**src/rtl/spi_xfer_pkg.sv**
```systemverilog
package spi_xfer_pkg;

  typedef enum logic [1:0] {
    ST_IDLE  = 2'd0,
    ST_LEAD  = 2'd1,
    ST_RUN   = 2'd2,
    ST_TRAIL = 2'd3
  } spi_state_e;

  // A requested bit count is legal when it lies inside [lo, hi].
  function automatic logic len_ok(input int l, input int lo, input int hi);
    return (l >= lo) && (l <= hi);
  endfunction

  // Edge k (1-based) moves the transmit shifter to the next bit.
  // Phase 0: even edges except the final one.
  // Phase 1: odd edges except the first one, whose bit is already on the line.
  function automatic logic is_shift_edge(input int k, input int l, input logic ph);
    if (!ph) return ((k % 2) == 0) && (k < 2 * l);
    else     return ((k % 2) == 1) && (k > 1);
  endfunction

  // Edge k (1-based) captures the incoming bit.
  function automatic logic is_sample_edge(input int k, input logic ph);
    return ph ? ((k % 2) == 0) : ((k % 2) == 1);
  endfunction

endpackage

```
**src/rtl/spi_rate_gen.sv**
```systemverilog
module spi_rate_gen #(
  parameter int DIV_W = 8
) (
  input  logic             clk,
  input  logic             rst_n,
  input  logic             run,
  input  logic [DIV_W-1:0] div,
  output logic             tick
);
  logic [DIV_W-1:0] cnt;

  assign tick = run && (cnt == div);

  always_ff @(posedge clk or negedge rst_n) begin
    if (!rst_n)              cnt <= '0;
    else if (!run || tick)   cnt <= '0;
    else                     cnt <= cnt + 1'b1;
  end
endmodule

```
**src/rtl/spi_ctrl.sv**
```systemverilog
module spi_ctrl
  import spi_xfer_pkg::*;
#(
  parameter int DATA_W  = 32,
  parameter int MIN_LEN = 4,
  parameter int LEN_W   = 6
) (
  input  logic             clk,
  input  logic             rst_n,
  input  logic             start,
  input  logic [LEN_W-1:0] len,
  input  logic             cpol,
  input  logic             cpha,
  input  logic             tick,
  output logic             run,
  output logic             sck,
  output logic             ss_n,
  output logic             busy,
  output logic             done,
  output logic             len_err,
  output logic             accept_evt,
  output logic             edge_evt,
  output logic             shift_evt,
  output logic             sample_evt,
  output logic             end_evt
);
  localparam int ECNT_W = LEN_W + 1;

  spi_state_e        state;
  logic [LEN_W-1:0]  len_q;
  logic              cpha_q;
  logic [ECNT_W-1:0] ecnt;
  logic              legal;
  int                k_next;

  assign legal      = len_ok(int'(len), MIN_LEN, DATA_W);
  assign accept_evt = start && (state == ST_IDLE) && legal;
  assign run        = (state != ST_IDLE);
  assign busy       = run;
  assign ss_n       = !run;
  assign k_next     = int'(ecnt) + 1;
  assign edge_evt   = (state == ST_RUN) && tick;
  assign shift_evt  = edge_evt && is_shift_edge(k_next, int'(len_q), cpha_q);
  assign sample_evt = edge_evt && is_sample_edge(k_next, cpha_q);
  assign end_evt    = (state == ST_TRAIL) && tick;

  always_ff @(posedge clk or negedge rst_n) begin
    if (!rst_n) begin
      state   <= ST_IDLE;
      len_q   <= '0;
      cpha_q  <= 1'b0;
      ecnt    <= '0;
      sck     <= 1'b0;
      done    <= 1'b0;
      len_err <= 1'b0;
    end else begin
      case (state)
        ST_IDLE: begin
          sck <= cpol;
          if (accept_evt) begin
            state   <= ST_LEAD;
            len_q   <= len;
            cpha_q  <= cpha;
            done    <= 1'b0;
            len_err <= 1'b0;
          end else if (start) begin
            len_err <= 1'b1;
          end
        end
        ST_LEAD: begin
          if (tick) begin
            state <= ST_RUN;
            ecnt  <= '0;
          end
        end
        ST_RUN: begin
          if (tick) begin
            sck  <= ~sck;
            ecnt <= ecnt + 1'b1;
            if (k_next == 2 * int'(len_q)) state <= ST_TRAIL;
          end
        end
        ST_TRAIL: begin
          if (tick) begin
            state <= ST_IDLE;
            done  <= 1'b1;
          end
        end
        default: state <= ST_IDLE;
      endcase
    end
  end
endmodule

```
**src/rtl/spi_shift.sv**
```systemverilog
module spi_shift #(
  parameter int DATA_W = 32,
  parameter int LEN_W  = 6
) (
  input  logic              clk,
  input  logic              rst_n,
  input  logic              load,
  input  logic [DATA_W-1:0] tx_word,
  input  logic [LEN_W-1:0]  len,
  input  logic              shift_en,
  input  logic              sample_en,
  input  logic              miso,
  output logic              mosi,
  output logic [DATA_W-1:0] rx_word
);
  logic [DATA_W-1:0] tx_sh;

  // Left-justify the low len bits so the first bit sits at the top.
  function automatic logic [DATA_W-1:0] align_msb(input logic [DATA_W-1:0] w,
                                                  input int l);
    return w << (DATA_W - l);
  endfunction

  assign mosi = tx_sh[DATA_W-1];

  always_ff @(posedge clk or negedge rst_n) begin
    if (!rst_n) begin
      tx_sh   <= '0;
      rx_word <= '0;
    end else if (load) begin
      tx_sh   <= align_msb(tx_word, int'(len));
      rx_word <= '0;
    end else begin
      if (shift_en)  tx_sh   <= {tx_sh[DATA_W-2:0], 1'b0};
      if (sample_en) rx_word <= {rx_word[DATA_W-2:0], miso};
    end
  end
endmodule

```
**src/rtl/spi_xfer_master.sv**
```systemverilog
module spi_xfer_master #(
  parameter int DATA_W  = 32,
  parameter int MIN_LEN = 4,
  parameter int DIV_W   = 8,
  parameter int LEN_W   = $clog2(DATA_W + 1)
) (
  input  logic              clk,
  input  logic              rst_n,
  input  logic              start,
  input  logic [DATA_W-1:0] tx_word,
  input  logic [LEN_W-1:0]  xfer_len,
  input  logic              cpol,
  input  logic              cpha,
  input  logic [DIV_W-1:0]  clk_div,
  input  logic              miso,
  output logic              sck,
  output logic              mosi,
  output logic              ss_n,
  output logic [DATA_W-1:0] rx_word,
  output logic              busy,
  output logic              done,
  output logic              len_err
);
  logic run, tick;
  logic accept_evt, edge_evt, shift_evt, sample_evt, end_evt;

  spi_rate_gen #(.DIV_W(DIV_W)) u_rate (
    .clk(clk), .rst_n(rst_n), .run(run), .div(clk_div), .tick(tick)
  );

  spi_ctrl #(.DATA_W(DATA_W), .MIN_LEN(MIN_LEN), .LEN_W(LEN_W)) u_ctrl (
    .clk(clk), .rst_n(rst_n), .start(start), .len(xfer_len),
    .cpol(cpol), .cpha(cpha), .tick(tick), .run(run), .sck(sck),
    .ss_n(ss_n), .busy(busy), .done(done), .len_err(len_err),
    .accept_evt(accept_evt), .edge_evt(edge_evt), .shift_evt(shift_evt),
    .sample_evt(sample_evt), .end_evt(end_evt)
  );

  spi_shift #(.DATA_W(DATA_W), .LEN_W(LEN_W)) u_shift (
    .clk(clk), .rst_n(rst_n), .load(accept_evt), .tx_word(tx_word),
    .len(xfer_len), .shift_en(shift_evt), .sample_en(sample_evt),
    .miso(miso), .mosi(mosi), .rx_word(rx_word)
  );
endmodule

```
**config.mk**
```make
export PLATFORM = sky130hd
export DESIGN_NAME = spi_xfer_master
export DESIGN_NICKNAME = d
export VERILOG_FILES = /design/src/rtl/spi_xfer_pkg.sv /design/src/rtl/spi_rate_gen.sv /design/src/rtl/spi_ctrl.sv /design/src/rtl/spi_shift.sv /design/src/rtl/spi_xfer_master.sv
export SDC_FILE = /design/constraint.sdc
export NUM_CORES = 1
export LEC_CHECK = 0
export CAP_MARGIN = 20
export CORE_AREA = 2 2 146 148
export DETAILED_ROUTE_END_ITERATION = 8
export DIE_AREA = 0 0 148 150
export SETUP_SLACK_MARGIN = 0.4
export SLEW_MARGIN = 40
export SYNTH_ARGS = -nofsm -noshare
export SYNTH_HDL_FRONTEND = slang
export SYNTH_SLANG_ARGS = --single-unit
export TNS_END_PERCENT = 5
```
**constraint.sdc**
```tcl
create_clock -name clk -period 3.1 [get_ports clk]
set_clock_uncertainty 0.1 [all_clocks]
set_input_delay 0.62 -clock clk [delete_from_list [all_inputs] [get_ports clk]]
set_output_delay 0.62 -clock clk [all_outputs]
set_load 0.1 [all_outputs]
```
# Yosys cells after proc, flatten, opt, wreduce, memory -nomap -nowiden
# Index checks and enable logic that the tools add are counted.
[classes]
reduce_logical = 26
n_mux = 23
magnitude_cmp = 4
addsub = 4
shift = 1
eq_ne = 11
bitwise_logic = 2
[ops]
columns = ["op", "count"]
rows = [
  ["32-bit 2-to-1 mux", 4],
  ["32-bit by 8-bit equality test with 1-bit output", 1],
  ["32-bit by 2-bit greater-than comparator with 1-bit output (second input constant)", 1],
  ["32-bit zero test", 1],
  ["32-bit by 8-bit less-than comparator with 1-bit output", 1],
  ["32-bit by 32-bit << shifter with 32-bit output", 1],
  ["7-bit 2-to-1 mux", 2],
  ["7-bit one-hot mux with 2 select lines", 1],
  ["2-bit nonzero test", 7],
  ["2-bit 2-to-1 mux", 5],
  ["1-bit logical AND", 9],
  ["7-bit by 1-bit adder with 8-bit output (second input constant)", 1],
  ["8-bit by 1-bit adder with 8-bit output (second input constant)", 1],
  ["8-bit equality test", 1],
  ["8-bit 2-to-1 mux", 1],
  ["2-bit one-hot mux with 4 select lines", 1],
  ["7-bit by 1-bit adder with 7-bit output (second input constant)", 1],
  ["1-bit 2-to-1 mux", 7],
  ["6-bit by 6-bit subtractor with 7-bit output (first input constant)", 1],
  ["2-bit equality test (second input constant)", 3],
  ["6-bit by 3-bit greater-or-equal comparator with 1-bit output (second input constant)", 1],
  ["6-bit less-or-equal comparator (second input constant)", 1],
  ["2-bit by 1-bit != test with 1-bit output (second input constant)", 3],
  ["2-bit AND reduction", 3],
  ["10 further kinds", 13],
]
[totals]
input_bits = 52
register_bits = 91
out_inout_bits = 38

# Longest topological paths before layout
[logic_depth]
word_depth = 8
ltp_mapped = 13

# Modules after synthesis
# From an unflattened synthesis, not the netlist that was laid out.
[hier_totals]
cells_unflattened = 646
hier_area_um2 = 6585.1
[by_module_without_submodules]
columns = ["module", "seq_area_each_um2", "instances", "area_each_um2", "cells_per_inst"]
rows = [
  ["spi_shift", 1601.5, 1, 4737.0, 455],
  ["spi_ctrl", 475.5, 1, 1347.5, 145],
  ["spi_rate_gen", 200.2, 1, 500.5, 46],
]

# Worst setup path before layout
# OpenSTA, ideal clock, no wires.
[synth_path]
path_kind = "input to register"
startpoint = "input port xfer_len[0]"
endpoint = "register u_shift.tx_sh[25]"
setup_time_ps = 123
n_path_buf = 4
cell_stages = 11
slack_ps = -308
t_required_ps = 2877
t_arrival_ps = 3185
path_cell_list = "buf_2 > buf_2 > inv_1 > ha_1 > clkbuf_1 > clkbuf_1 > mux4_2 > mux2i_1 > o22ai_1 > a311o_1 > o221a_2"
[synth_between]
elab_chain_cells = 4
word_cells_on_any_way = 8
classes_between = "add/sub: 1; order compare: 2; shift: 1; mux: 1; reduce/logical: 3"
[synth_rtl]
columns = ["element", "line", "text"]
rows = [
  ["start, declared", "spi_xfer_master.sv:11", "input logic [LEN_W-1:0] xfer_len,"],
  ["branches (longest 4 deep; another with 6-bit by 6-bit subtractor with 7-bit output)", "--", ""],
  ["end signal, assigned", "spi_shift.sv:31", "tx_sh <= align_msb(tx_word, int'(len));"],
  ["end signal, assigned", "spi_shift.sv:34", "if (shift_en) tx_sh <= {tx_sh[DATA_W-2:0], 1'b0};"],
  ["end, declared", "spi_shift.sv:16", "logic [DATA_W-1:0] tx_sh;"],
]
# Several ways; the timed one is not identified.
# A chain may end at the register's enable or synchronous reset.

# Worst setup path in the final report
[layout_path]
startpoint = "register u_ctrl.ecnt[0]"
endpoint = "register u_shift.tx_sh[14]"
[layout_between]
elab_chain_cells = 7
word_cells_on_any_way = 11
classes_between = "add/sub: 1; order compare: 2; eq/ne: 1; mux: 1; bitwise: 1; reduce/logical: 5"
[layout_rtl]
columns = ["element", "line", "text"]
rows = [
  ["start, declared", "spi_ctrl.sv:32", "logic [ECNT_W-1:0] ecnt;"],
  ["start signal, assigned", "spi_ctrl.sv:79", "ecnt <= ecnt + 1'b1;"],
  ["7-bit by 1-bit adder with 8-bit output (*)", "spi_ctrl.sv:41", "assign k_next = int'(ecnt) + 1;"],
  ["branches (longest 3 deep; another with 32-bit by 8-bit less-than comparator with 1-bit output)", "--", ""],
  ["1-bit 2-to-1 mux (*)", "spi_xfer_pkg.sv:19", "if (!ph) return ((k % 2) == 0) && (k < 2 * l);"],
  ["1-bit logical AND (*)", "spi_ctrl.sv:43", "assign shift_evt = edge_evt && is_shift_edge(k_next, int'(len_q), cpha_q);"],
  ["2-bit nonzero test (no source line) (*)", "--", ""],
]
# Mark *: on every way between the ends.

==> impl_metrics.py <==
metrics = {
    "run_status": {
        "status": "finished clean",
    },
    "cts": {
        "clock_latency_ns": 0.35,
        "cts_tree": "built",
        "clk_path_buf_depth": 2,
        "htreeDepth": 3,
        "clkTransAtPathRegs_ns": 0.07,
        "cts_sinks": 91,
        "cts_root_buffer": "clkbuf_16",
        "cts_inserted_buffers": 9,
        "hold_buffers": 0,
    },
    "finish": {
        "final_cell_mix": "nand2_1 (116), buf_4 (109), dfrtp_1 (89)",
        "stdcell_count": 1090,
        "final_common_cell": "nand2_1",
        "seqCellArea_um2": 2280,
        "drive_gt1_share_pct": 27.0,
        "design_area_um2": 8180,
        "diodes": 0,
        "area_growth_syn_to_layout_pct": 34.1,
        "utilization_pct": 39.6,
        "fill_cells": 2085,
        "multi_input_comb_area_um2": 3770,
        "final_nets": 872,
    },
    "worst_hold_path": {
        "hold_path_class": "input port to asynchronous set/reset pin",
    },
    "power_and_ir_drop": {
        "p_total_mw": 4.65,
        "p_leak_nw": 3.40,
        "p_per_area_nw_per_um2": 569,
        "vdd_drop_max_mv": 0.327,
    },
    "timing": {
        "finalSetupViolCount": 0,
        "rsz0062_at_grt": "true",
        "slew_headroom_pct": 54.1,
        "tns_ns": 0,
        "worstMarginPinSlew_ns": 0.688,
        "drv_slew": 0,
        "fin_crit_ns": 2.82,
        "hold_viol_final": 0,
        "max_freq_mhz": 355,
        "fin_crit_sh_pct": 90.8,
    },
    "placed_design": {
        "gp_congestion": 0.897,
        "dp.cells": 1063,
        "dpl.hpwl_um": 12500,
        "port_buffers": 89,
        "dpl_cell_area_um2": 7720,
    },
    "logic_synthesis": {
        "synth_area_leaders": "dfrtp_1 (37%), mux4_2 (8.5%), nand2_1 (7.2%)",
        "yosys.area.top_type": "dfrtp_1",
        "synth_top_area_share_pct": 37.3,
        "yosysUniqueCellTypes": 72,
        "synth_cells": 678,
        "synth_edf_count": 0,
        "synth_area_per_cell_um2": 9.00,
        "synthArstFlopShare_pct": 100,
        "ys_ff_latch": 91,
        "synthesis.nets": 740,
        "ys.flop_type": "dfrtp_1",
        "yosys_warnings": 0,
        "yosysSeqAreaShare_pct": 37.3,
        "syn_area_um2": 6100,
    },
    "critical_path": {
        "crit_arrival_ns": 2.95,
        "required_ns": 3.23,
        "cp_slowest_cell": "dfrtp_2",
        "cp-start-kind": "register",
        "cp_cell_sequence": "ha_4 -> xor2_1 -> ha_1 -> a21oi_2 -> maj3_2 -> o221ai_2 -> a311o_2 -> buf_6 -> or3_1 -> o221a_2",
        "slowest_delay_ns": 0.44,
        "cp_top_family": "compound AO/OA/AOI/OAI gates",
        "path_buf_inv": 1,
        "crit_type": "register to register",
        "end_kind": "register",
        "crit_fanout": 7,
    },
    "detailed_routing": {
        "drt_iter0_drc": 390,
        "drc": 0,
        "vias": 5654,
        "first_pass_iters": 6,
        "ant_nets": 0,
        "viasPerCell": 5.19,
        "wirelength_um": 16900,
        "avgRoutedWirePerCell_um": 15.5,
    },
    "floorplanning": {
        "die_h_um": 150,
        "start_util_pct": 29.5,
        "dieWidth_um": 148,
        "core-area_um2": 20700,
        "floorplan.rows": 53,
        "fp.dieArea_um2": 22200,
        "pin_count": 90,
    },
    "global_routing": {
        "grt_usage_pct": 15.4,
        "grt_pass1_vias": 5412,
        "overflow": 0,
        "grt_pass1_wl_um": 27700,
        "grt_max_degree": 54,
        "antenna_found_initial": 0,
    },
    "run": {
        "cap_violations": 0,
    },
}
==> cells in the mapped netlist (5+ instances only) <==
cell / number
buf_2: 14
inv_1: 13
o21a_1: 6
mux4_2: 23
and3_1: 6
o21ai_0: 26
o22ai_1: 11
a22o_1: 6
nor3_1: 29
nand2_1: 117
ha_1: 10
mux2_2: 13
nand4_1: 6
and2_1: 6
nand2b_1: 5
clkbuf_1: 28
a21oi_1: 53
o31ai_1: 5
nor2_1: 61
dfrtp_1: 91
mux2i_1: 22
nand3_1: 13
a22oi_1: 6
xor2_1: 11
nor2b_1: 8
xnor2_1: 17
o221a_2: 6
==> area by class of cell <==
class                           instances  area share, %
Multi-Input combinational cell        528           46.0
Sequential cell                        91           27.9
Timing Repair Buffer                  167           17.8
Tap cell                              275           4.20
Clock buffer                           10           2.92
Inverter                               13          0.673
Clock inverter                          6          0.505
==> path summary, 6_finish.rpt <==
path                                                 start                       endpoint  slack, ns  depth (start not counted)
worst max-delay path            u_ctrl.ecnt[0]$_DFFE_PN0P_  u_shift.tx_sh[14]$_DFFE_PN0P_       0.28                         10
worst min-delay path                                 rst_n        u_rate.cnt[2]$_DFF_PN0_       0.21                          1
worst max register to register  u_ctrl.ecnt[0]$_DFFE_PN0P_  u_shift.tx_sh[14]$_DFFE_PN0P_       0.28                         10
worst min register to register     u_ctrl.done$_DFFE_PN0P_        u_ctrl.done$_DFFE_PN0P_       0.39                          2
max in group asynchronous                            rst_n  u_shift.tx_sh[22]$_DFFE_PN0P_       2.00                          2
min in group clk                   u_ctrl.done$_DFFE_PN0P_        u_ctrl.done$_DFFE_PN0P_       0.39                          2
==> layer usage <==
layer	up-vias	GRT usage, %	routed length [µm]	part of all wire, %
li1	2716	-	-	-
met1	2728	21.0	7820	46
met2	186	25.0	7750	46
met3	24	1.95	855	5.1
met4	0	6.29	422	2.5
met5	-	0	0	0
==> through the flow <==
| stage | hold slack (ns) | setup slack (ns) |
|---|---|---|
| after floorplan | 0.224 | 0.389 |
| after global placement | 0.374 | -0.0642 |
| final | 0.208 | 0.284 |
| after CTS | 0.247 | 0.303 |
| after global routing | 0.286 | 0.211 |
| after detailed placement | 0.380 | -0.0846 |
==> state kept, by name (all words and copies together), names as in the netlist <==
register,count
u_ctrl.done,1
u_ctrl.len_err,1
u_ctrl.cpha_q,1
u_shift.rx_word,32
u_shift.tx_sh,32
u_ctrl.state,2
u_ctrl.ecnt,7
u_ctrl.len_q,6
u_rate.cnt,8
u_ctrl.sck,1
==> worst reg2reg max path, delay by kind of cell (launching register included) <==
family	cells	cell delay, ns
AOI/OAI and AO/OA	4	0.81
adders and majority gates	3	0.69
DFF	1	0.44
and+or+nand+nor	1	0.34
buffers and inverters	1	0.16
xor gates and xnor gates	1	0.15
==> cells by family after synthesis <==
kind of cell,Yosys count,synth area share (%)
AO/OA/AOI/OAI,158,17.2
adder cells (fa/ha/maj),11,2.21
buffers and inverters,60,4.29
multiplexers,59,14.7
XOR/XNOR,28,4.02
AND/OR/NAND/NOR,271,20.2
flip-flops,91,37.3
==> report_power, final <==
| group | internal, mW | switching [mW] |
|---|---|---|
| clock | 0.563 | 0.471 |
| sequential | 1.49 | 0.221 |
| combinational | 0.836 | 1.07 |
| total | 2.89 | 1.77 |
==> what timing repair did <==
action,in CTS,in global routing
pin swaps,9,8
resized for setup,12,13
setup buffers,9,1
endpoints found under the setup margin,30,37
cloned,1,0
Power figures use the tool's default switching activity.
